File: src/rtl/lutseq_pkg.sv
package lutseq_pkg;

    localparam int IDX_W  = 6;
    localparam int VAL_W  = 9;
    localparam int STEP_W = 10;
    localparam int MULT_W = 13;

    typedef enum logic [1:0] {
        ST_IDLE = 2'd0,
        ST_RUN  = 2'd1,
        ST_DONE = 2'd2
    } seq_state_e;

    typedef struct packed {
        logic ramp_up;
        logic reverse;
        logic loop_en;
    } walk_cfg_t;

    // Milliseconds held per entry for each step code.
    function automatic logic [STEP_W-1:0] step_ms(input logic [3:0] code);
        logic [STEP_W-1:0] r;
        case (code)
            4'd0:  r = 10'd0;
            4'd1:  r = 10'd1;
            4'd2:  r = 10'd2;
            4'd3:  r = 10'd3;
            4'd4:  r = 10'd4;
            4'd5:  r = 10'd6;
            4'd6:  r = 10'd8;
            4'd7:  r = 10'd16;
            4'd8:  r = 10'd18;
            4'd9:  r = 10'd24;
            4'd10: r = 10'd32;
            4'd11: r = 10'd36;
            4'd12: r = 10'd64;
            4'd13: r = 10'd128;
            4'd14: r = 10'd256;
            default: r = 10'd512;
        endcase
        return r;
    endfunction

    // End-pause multiplier of the step time for each pause code.
    function automatic logic [MULT_W-1:0] pause_mult(input logic [5:0] code);
        int unsigned c;
        int unsigned m;
        c = 32'(code);
        if (c < 16)
            m = c + 1;
        else if (c >= 56)
            m = 7000;
        else if (c >= 47)
            m = 2500 + (c - 47) * 500;
        else if (c >= 38 && c <= 44)
            m = 1000 + (c - 38) * 100;
        else begin
            case (c)
                16: m = 23;   17: m = 28;   18: m = 31;   19: m = 42;
                20: m = 47;   21: m = 56;   22: m = 63;   23: m = 83;
                24: m = 94;   25: m = 111;  26: m = 125;  27: m = 167;
                28: m = 188;  29: m = 222;  30: m = 250;  31: m = 333;
                32: m = 375;  33: m = 500;  34: m = 667;  35: m = 750;
                36: m = 800;  37: m = 900;  45: m = 1800; 46: m = 2000;
                default: m = 1;
            endcase
        end
        return MULT_W'(m);
    endfunction

endpackage

File: src/rtl/lutseq_table.sv
module lutseq_table
    import lutseq_pkg::*;
#(
    parameter int IW = IDX_W,
    parameter int VW = VAL_W
) (
    input  logic          clk,
    input  logic          rst,
    input  logic          lo_we,
    input  logic [7:0]    lo_byte,
    input  logic          hi_we,
    input  logic [7:0]    hi_byte,
    input  logic [IW-1:0] rd_idx,
    output logic [VW-1:0] rd_val
);
    localparam int DEPTH = 1 << IW;
    localparam int LO_W  = VW - 1;

    logic [LO_W-1:0] stage_q;
    logic [VW-1:0]   mem_q [DEPTH];
    logic            unused_hi_bit6;

    assign unused_hi_bit6 = hi_byte[6];

    always_ff @(posedge clk) begin
        if (rst) begin
            stage_q <= '0;
            for (int i = 0; i < DEPTH; i++) mem_q[i] <= '0;
        end else begin
            if (lo_we) stage_q <= lo_byte[LO_W-1:0];
            if (hi_we) mem_q[hi_byte[IW-1:0]] <= {hi_byte[7], stage_q};
        end
    end

    assign rd_val = mem_q[rd_idx];
endmodule

File: src/rtl/lutseq_dwell.sv
module lutseq_dwell
    import lutseq_pkg::*;
#(
    parameter int SW = STEP_W,
    parameter int MW = MULT_W
) (
    input  logic          clk,
    input  logic          rst,
    input  logic          clr,
    input  logic          tick,
    input  logic [SW-1:0] step_len,
    input  logic [MW-1:0] reps,
    output logic          expire
);
    logic [SW-1:0] step_cnt_q;
    logic [MW-1:0] rep_cnt_q;
    logic          step_last;
    logic          rep_last;
    logic          counting;

    assign counting  = tick && (step_len != '0);
    assign step_last = (step_cnt_q == step_len - SW'(1));
    assign rep_last  = (rep_cnt_q == reps - MW'(1)) || (reps == '0);
    assign expire    = counting && step_last && rep_last;

    always_ff @(posedge clk) begin
        if (rst || clr) begin
            step_cnt_q <= '0;
            rep_cnt_q  <= '0;
        end else if (counting) begin
            if (step_last) begin
                step_cnt_q <= '0;
                rep_cnt_q  <= rep_last ? '0 : rep_cnt_q + MW'(1);
            end else begin
                step_cnt_q <= step_cnt_q + SW'(1);
            end
        end
    end
endmodule

File: src/rtl/lutseq_walker.sv
module lutseq_walker
    import lutseq_pkg::*;
#(
    parameter int IW = IDX_W
) (
    input  logic          clk,
    input  logic          rst,
    input  logic          run_req,
    input  logic          expire,
    input  logic [IW-1:0] lo_eff,
    input  logic [IW-1:0] hi_eff,
    input  walk_cfg_t     cfg,
    output logic [IW-1:0] pos_q,
    output logic [IW-1:0] pos_nxt,
    output logic          move,
    output logic          busy
);
    seq_state_e    state_q, state_nxt;
    logic          dir_q, dir_nxt;
    logic          at_far;
    logic          single;
    logic [IW-1:0] fwd_pos;
    logic [IW-1:0] back_pos;
    logic [IW-1:0] home_pos;

    assign single   = (lo_eff == hi_eff);
    assign at_far   = dir_q ? (pos_q == hi_eff) : (pos_q == lo_eff);
    assign fwd_pos  = dir_q ? pos_q + IW'(1) : pos_q - IW'(1);
    assign back_pos = single ? pos_q : (dir_q ? pos_q - IW'(1) : pos_q + IW'(1));
    assign home_pos = cfg.ramp_up ? lo_eff : hi_eff;

    always_comb begin
        state_nxt = state_q;
        pos_nxt   = pos_q;
        dir_nxt   = dir_q;
        move      = 1'b0;
        case (state_q)
            ST_IDLE: begin
                if (run_req) begin
                    state_nxt = ST_RUN;
                    pos_nxt   = home_pos;
                    dir_nxt   = cfg.ramp_up;
                    move      = 1'b1;
                end
            end
            ST_RUN: begin
                if (!run_req) begin
                    state_nxt = ST_IDLE;
                end else if (expire) begin
                    if (!at_far) begin
                        pos_nxt = fwd_pos;
                        move    = 1'b1;
                    end else if (cfg.reverse && (dir_q == cfg.ramp_up || cfg.loop_en)) begin
                        dir_nxt = ~dir_q;
                        pos_nxt = back_pos;
                        move    = 1'b1;
                    end else if (!cfg.reverse && cfg.loop_en) begin
                        pos_nxt = home_pos;
                        move    = 1'b1;
                    end else begin
                        state_nxt = ST_DONE;
                    end
                end
            end
            ST_DONE: begin
                if (!run_req) state_nxt = ST_IDLE;
            end
            default: state_nxt = ST_IDLE;
        endcase
    end

    always_ff @(posedge clk) begin
        if (rst) begin
            state_q <= ST_IDLE;
            pos_q   <= '0;
            dir_q   <= 1'b1;
        end else begin
            state_q <= state_nxt;
            pos_q   <= pos_nxt;
            dir_q   <= dir_nxt;
        end
    end

    assign busy = (state_q == ST_RUN);
endmodule

File: src/rtl/lutseq_ramp.sv
module lutseq_ramp
    import lutseq_pkg::*;
#(
    parameter int IW = IDX_W,
    parameter int VW = VAL_W
) (
    input  logic          clk,
    input  logic          rst,
    input  logic          tbl_lo_we,
    input  logic [7:0]    tbl_lo_byte,
    input  logic          tbl_hi_we,
    input  logic [7:0]    tbl_hi_byte,
    input  logic [IW-1:0] idx_lo,
    input  logic [IW-1:0] idx_hi,
    input  logic          ramp_up,
    input  logic          reverse,
    input  logic          loop_en,
    input  logic [3:0]    step_code,
    input  logic          pause_hi_en,
    input  logic [5:0]    pause_hi_code,
    input  logic          pause_lo_en,
    input  logic [5:0]    pause_lo_code,
    input  logic          gen_en,
    input  logic          start,
    input  logic          tick_1k,
    output logic [VW-1:0] duty,
    output logic          busy
);
    logic [IW-1:0]     lo_eff, hi_eff;
    logic [IW-1:0]     pos_q, pos_nxt;
    logic              move;
    logic              expire;
    logic [VW-1:0]     rd_val;
    logic [VW-1:0]     duty_q;
    logic [MULT_W-1:0] reps;
    walk_cfg_t         cfg;

    assign lo_eff = idx_lo;
    assign hi_eff = (idx_lo > idx_hi) ? idx_lo : idx_hi;
    assign cfg    = '{ramp_up: ramp_up, reverse: reverse, loop_en: loop_en};

    always_comb begin
        reps = MULT_W'(1);
        if (pause_hi_en && pos_q == hi_eff)
            reps = pause_mult(pause_hi_code);
        else if (pause_lo_en && pos_q == lo_eff)
            reps = pause_mult(pause_lo_code);
    end

    lutseq_table #(.IW(IW), .VW(VW)) u_table (
        .clk     (clk),
        .rst     (rst),
        .lo_we   (tbl_lo_we),
        .lo_byte (tbl_lo_byte),
        .hi_we   (tbl_hi_we),
        .hi_byte (tbl_hi_byte),
        .rd_idx  (pos_nxt),
        .rd_val  (rd_val)
    );

    lutseq_dwell #(.SW(STEP_W), .MW(MULT_W)) u_dwell (
        .clk      (clk),
        .rst      (rst),
        .clr      (move || !busy),
        .tick     (tick_1k),
        .step_len (step_ms(step_code)),
        .reps     (reps),
        .expire   (expire)
    );

    lutseq_walker #(.IW(IW)) u_walker (
        .clk     (clk),
        .rst     (rst),
        .run_req (gen_en && start),
        .expire  (expire),
        .lo_eff  (lo_eff),
        .hi_eff  (hi_eff),
        .cfg     (cfg),
        .pos_q   (pos_q),
        .pos_nxt (pos_nxt),
        .move    (move),
        .busy    (busy)
    );

    always_ff @(posedge clk) begin
        if (rst)       duty_q <= '0;
        else if (move) duty_q <= rd_val;
    end

    assign duty = duty_q;
endmodule

File: config.mk
export PLATFORM = sky130hd
export DESIGN_NAME = lutseq_ramp
export DESIGN_NICKNAME = d
export VERILOG_FILES = /design/src/rtl/lutseq_pkg.sv /design/src/rtl/lutseq_table.sv /design/src/rtl/lutseq_dwell.sv /design/src/rtl/lutseq_walker.sv /design/src/rtl/lutseq_ramp.sv
export SDC_FILE = /design/constraint.sdc
export NUM_CORES = 1
export LEC_CHECK = 0
export ABC_AREA = 0
export BUFFER_PORTS_ARGS = -buffer_cell sky130_fd_sc_hd__buf_2
export CORE_MARGIN = 5
export CORE_UTILIZATION = 60
export CTS_CLUSTER_SIZE = 25
export DETAILED_ROUTE_END_ITERATION = 16
export GPL_ROUTABILITY_DRIVEN = 0
export PLACE_DENSITY = 0.77
export SLEW_MARGIN = 15
export SYNTH_ARGS = -nofsm -noshare
export SYNTH_HDL_FRONTEND = slang
export SYNTH_MEMORY_MAX_BITS = 65536
export SYNTH_SLANG_ARGS = --single-unit
File: constraint.sdc
create_clock -name clk -period 21 [get_ports clk]
set_input_delay 5.25 -clock clk [delete_from_list [all_inputs] [get_ports clk]]
set_output_delay 5.25 -clock clk [all_outputs]
set_load 0.1 [all_outputs]
==> impl_results.md <==
* Data arrival time of the critical path at roughly 16 ns
* Family with the most delay on the worst path: compound AO/OA/AOI/OAI gates
* Syn_area_per_cell at ~10 sq um
* Switch Pwr at 1.459 mW
* Most numerous cell in the Yosys netlist: and2_1
* TritonRoute pass-1 iters at 8
* Tcrit/Tclk final at 0.7509
* Synth Area in Simple Gates at 0.2285
* Slew @ Worst Pin at about 1.1 ns
* CTS tree: built
* Outcome: finished clean
* H-Tree Level Count at 2
* Final Critical Period at 15.77 ns
* Vias at 27,480
* Internal at between 2 and 3 mW
* Reg2Reg Depth at 28
* Top cells by instance count after synthesis: and2_1 (590), edfxtp_1 (576), nand2_1 (406)
* Area share of the largest cell type after synthesis at 0.4646
* CP max-delay cell: buf_4
* Critical Path Max Stage Delay at approximately 0.94 ns
* CTS Root Cell: clkbuf_16
* Sw Share at 0.3574
* Placed Area at 37,900 sq um
* Reg power frac at 0.352
* CP Capture Type: register
* ANT nets after route at 0
* Core Footprint at just over 60,000 sq um
* CTS Sinks at between 600 and 700
* Area grow syn2layout at 7.153%
* Synth area leaders: edfxtp_1 (46%), and2_1 (9.9%), nand2_1 (4.1%)
* Filler cells at 4,733
* Mean routed wirelength per cell at 21.98 um
* Proportion of synthesized area in mux cells at 0.04450
* Post-synthesis sequential area ratio at 0.4910
* P_leak at roughly 15 nW
* Library cells used by synthesis at 91
* Final worst slack at between 5 and 6 ns
* Max VDD drop at just under 0.08 mV
* CP Max Fanout at 80
* Reg-to-Reg End: duty[2]$_SDFFE_PP0P_
* Clk pwr share at 0.268
* FP Rows at approximately 90
* Grt ovf at 0
* Worst Hold Depth at 2
* Post-Route WL at 96.20 mm
* Hold Fails Final Rpt at 0
* R2R Setup Slk at roughly 12 ns
* Max_cap viols at 0
* Clock Skews at 0.02664 ns
* Power density over the cells at between 100 and 150 nW/um^2
* Critical Path RT at between 20 and 25 ns
* Hold buffer count at cts at 0
* Iter 0 DRT Violations at between 3,000 and 4,000
* Synth Area in Compound Gates at 0.1008
* Largest family of logic cells by synthesized area: simple AND/OR/NAND/NOR gates
* PortBufs at 64
* RR Startpoint: u_walker.pos_q[3]$_SDFF_PP0_
* Startpoint of the worst hold path: u_dwell.step_cnt_q[1]$_SDFFE_PP0P_
* Syn nets at around 3,800
* Clock-pin slew on the worst setup and hold paths at approximately 0.060 ns
* Worst path depth at 30
* Async SR Flop Fraction at 0
* EDFF count, synth at approximately 580
* Dpl hpwl at between 60 and 70 mm
* Ys Warns at 0
* Mapped Area at 37,230 sq um
* Hold WC Path Type: register to register
* Combinational fraction of design power at 0.380
* Post-CTS setup buffer count at 0
* Vias in the first global route at about 27,000
* RSZ-0062 raised after global routing: no
* Startpoint types: primary input
* Post-synth top area cell: edfxtp_1
* Clock Path Buffers at 3
* First-pass GRT wire length at roughly 150 mm
* DIE HEIGHT at approximately 260 um
* Chip width at between 200 and 300 um
* CP Buf/Inv Count at 4
* Setup slack at placement at approximately 4.7 ns
* Global-route usage over all layers at 0.2786
* Hold Path Sink: u_dwell.step_cnt_q[1]$_SDFFE_PP0P_
* Post-CTS sizing at 0
* Clock buffer count from CTS at a little under 60
* Final-stage net count at ~3,700
* Most used cell, CP: fa_1
* Fin Setup TNS at 0 ns
* Die area at around 67,000 sq um
* Antenna violations before repair at 0
* Primary FF master, synth: edfxtp_1
* Adder and majority gate portion of the synthesized area at 0.06070
* Syn Inst Count at about 3,600
* Post-route cell area at 39,890 sq um
* Final Max Slew Viols at 0
* Worst skew pair latency at 0.64 ns
* Fraction of synthesized cell area in xor and xnor cells at 0.03519
* IO Count at 66
* FF+latch count, synth at between 600 and 700
* Slew headroom at 0.2562
* Critical path class: primary input to register
* DR DRC count at 0
* Initial Util at 0.6043
* Pin count of the biggest net entering global routing at about 90
* # setup viols final at 0
* DR vias/cell at about 6.3
* Max Clock Freq at about 63 MHz
* Share of layout cells above drive strength 1 at 0.08875
-- layout by cell type, fill, tap and decap left out, types with 16 or more instances in the layout --
master and instances:
nand3_1 148, inv_1 127, xor2_1 47, nand2b_1 27, edfxtp_1 576, buf_4 28
dfxtp_1 41, o21ai_0 65, nand4_1 24, nor3_1 35, a31oi_1 41, a32oi_1 57
nor2b_1 20, fa_1 46, nand2_1 405, nor2_1 184, o22ai_1 19, o221ai_1 26
ha_1 107, xnor2_1 93, a221oi_1 31, mux2i_1 152, or2_2 74, and3_1 17
a21oi_1 79, a211oi_1 30, clkbuf_1 16, clkbuf_16 61, buf_2 64, and2_1 590
-- final cells by class --
type,count,area (sq um),area share
clock inverters,27,324.1,0.008124
multi-input cells,2581,17540,0.4398
flip-flops and latches,625,18290,0.4586
repair buffers,92,530.5,0.01330
clock buffers,84,1664,0.04172
diodes,1,2.502,0.00006274
inverters,129,484.2,0.01214
well taps,837,1047,0.02625
-- worst min-delay path: cells and delay by family (launching register included) --
kind,cells,cell delay [ns]
compound gates,1,0.05
flops,1,0.36
simple gates,1,0.07
-- power by group through the flow --
stage | clock network (mW) | registers, mW | logic, mW
final | 1.10 | 1.44 | 1.55
after global routing | 1.15 | 1.44 | 1.68
after CTS | 1.10 | 1.43 | 1.54
after detailed placement | 0 | 1.46 | 1.52
after global placement | 0 | 1.46 | 1.49
after floorplan | 0 | 1.46 | 1.13
-- sequential cells by signal, summed over array words and instances (netlist names) --
name	flops
duty	9
u_dwell.rep_cnt_q	13
u_dwell.step_cnt_q	10
u_table.mem_q	576
u_table.stage_q	8
u_walker.dir_q	1
u_walker.pos_q	6
u_walker.state_q	2
-- kinds of logic (layout without fill, tap and decap cells) --
group                      Yosys count  in the layout
muxes                              164            164
buffers and inverters              352            332
adders and majority gates          153            153
other                                0              1
AOI/OAI and AO/OA                  509            509
xor gates and xnor gates           144            144
DFF                                625            625
and+or+nand+nor                   1611           1611
-- how the worst max path moves through the flow --
stage	endpoint	slack, ns	from
finish	duty[4]$_SDFFE_PP0P_	5.23	pause_hi_code[2]
detailed placement	duty[8]$_SDFFE_PP0P_	4.70	pause_hi_code[2]
global placement	duty[8]$_SDFFE_PP0P_	4.95	pause_hi_code[2]
global route	duty[2]$_SDFFE_PP0P_	4.72	pause_hi_code[2]
CTS	duty[8]$_SDFFE_PP0P_	5.31	pause_hi_code[2]
floorplan	duty[2]$_SDFFE_PP0P_	8.47	pause_lo_code[0]
-- layer usage --
metal	GRT usage	up-vias	wire [um]
met3	0.04105	255	8899
met2	0.4674	1439	46270
li1	-	12530	-
met1	0.3736	13260	37340
met4	0.09886	0	3689
met5	0	-	0
-- metrics by stage --
step	power [mW]	utilization	instances	hold slack, ns
after floorplan	2.592	-	3558	0.4684
after global placement	2.945	0.6152	4264	0.5097
after detailed placement	2.984	0.6152	4264	0.5083
after CTS	4.070	0.6475	4375	0.5186
after global routing	4.264	0.6475	4375	0.5600
final	4.083	0.6476	4376	0.5227
Power figures use the tool's default switching activity.
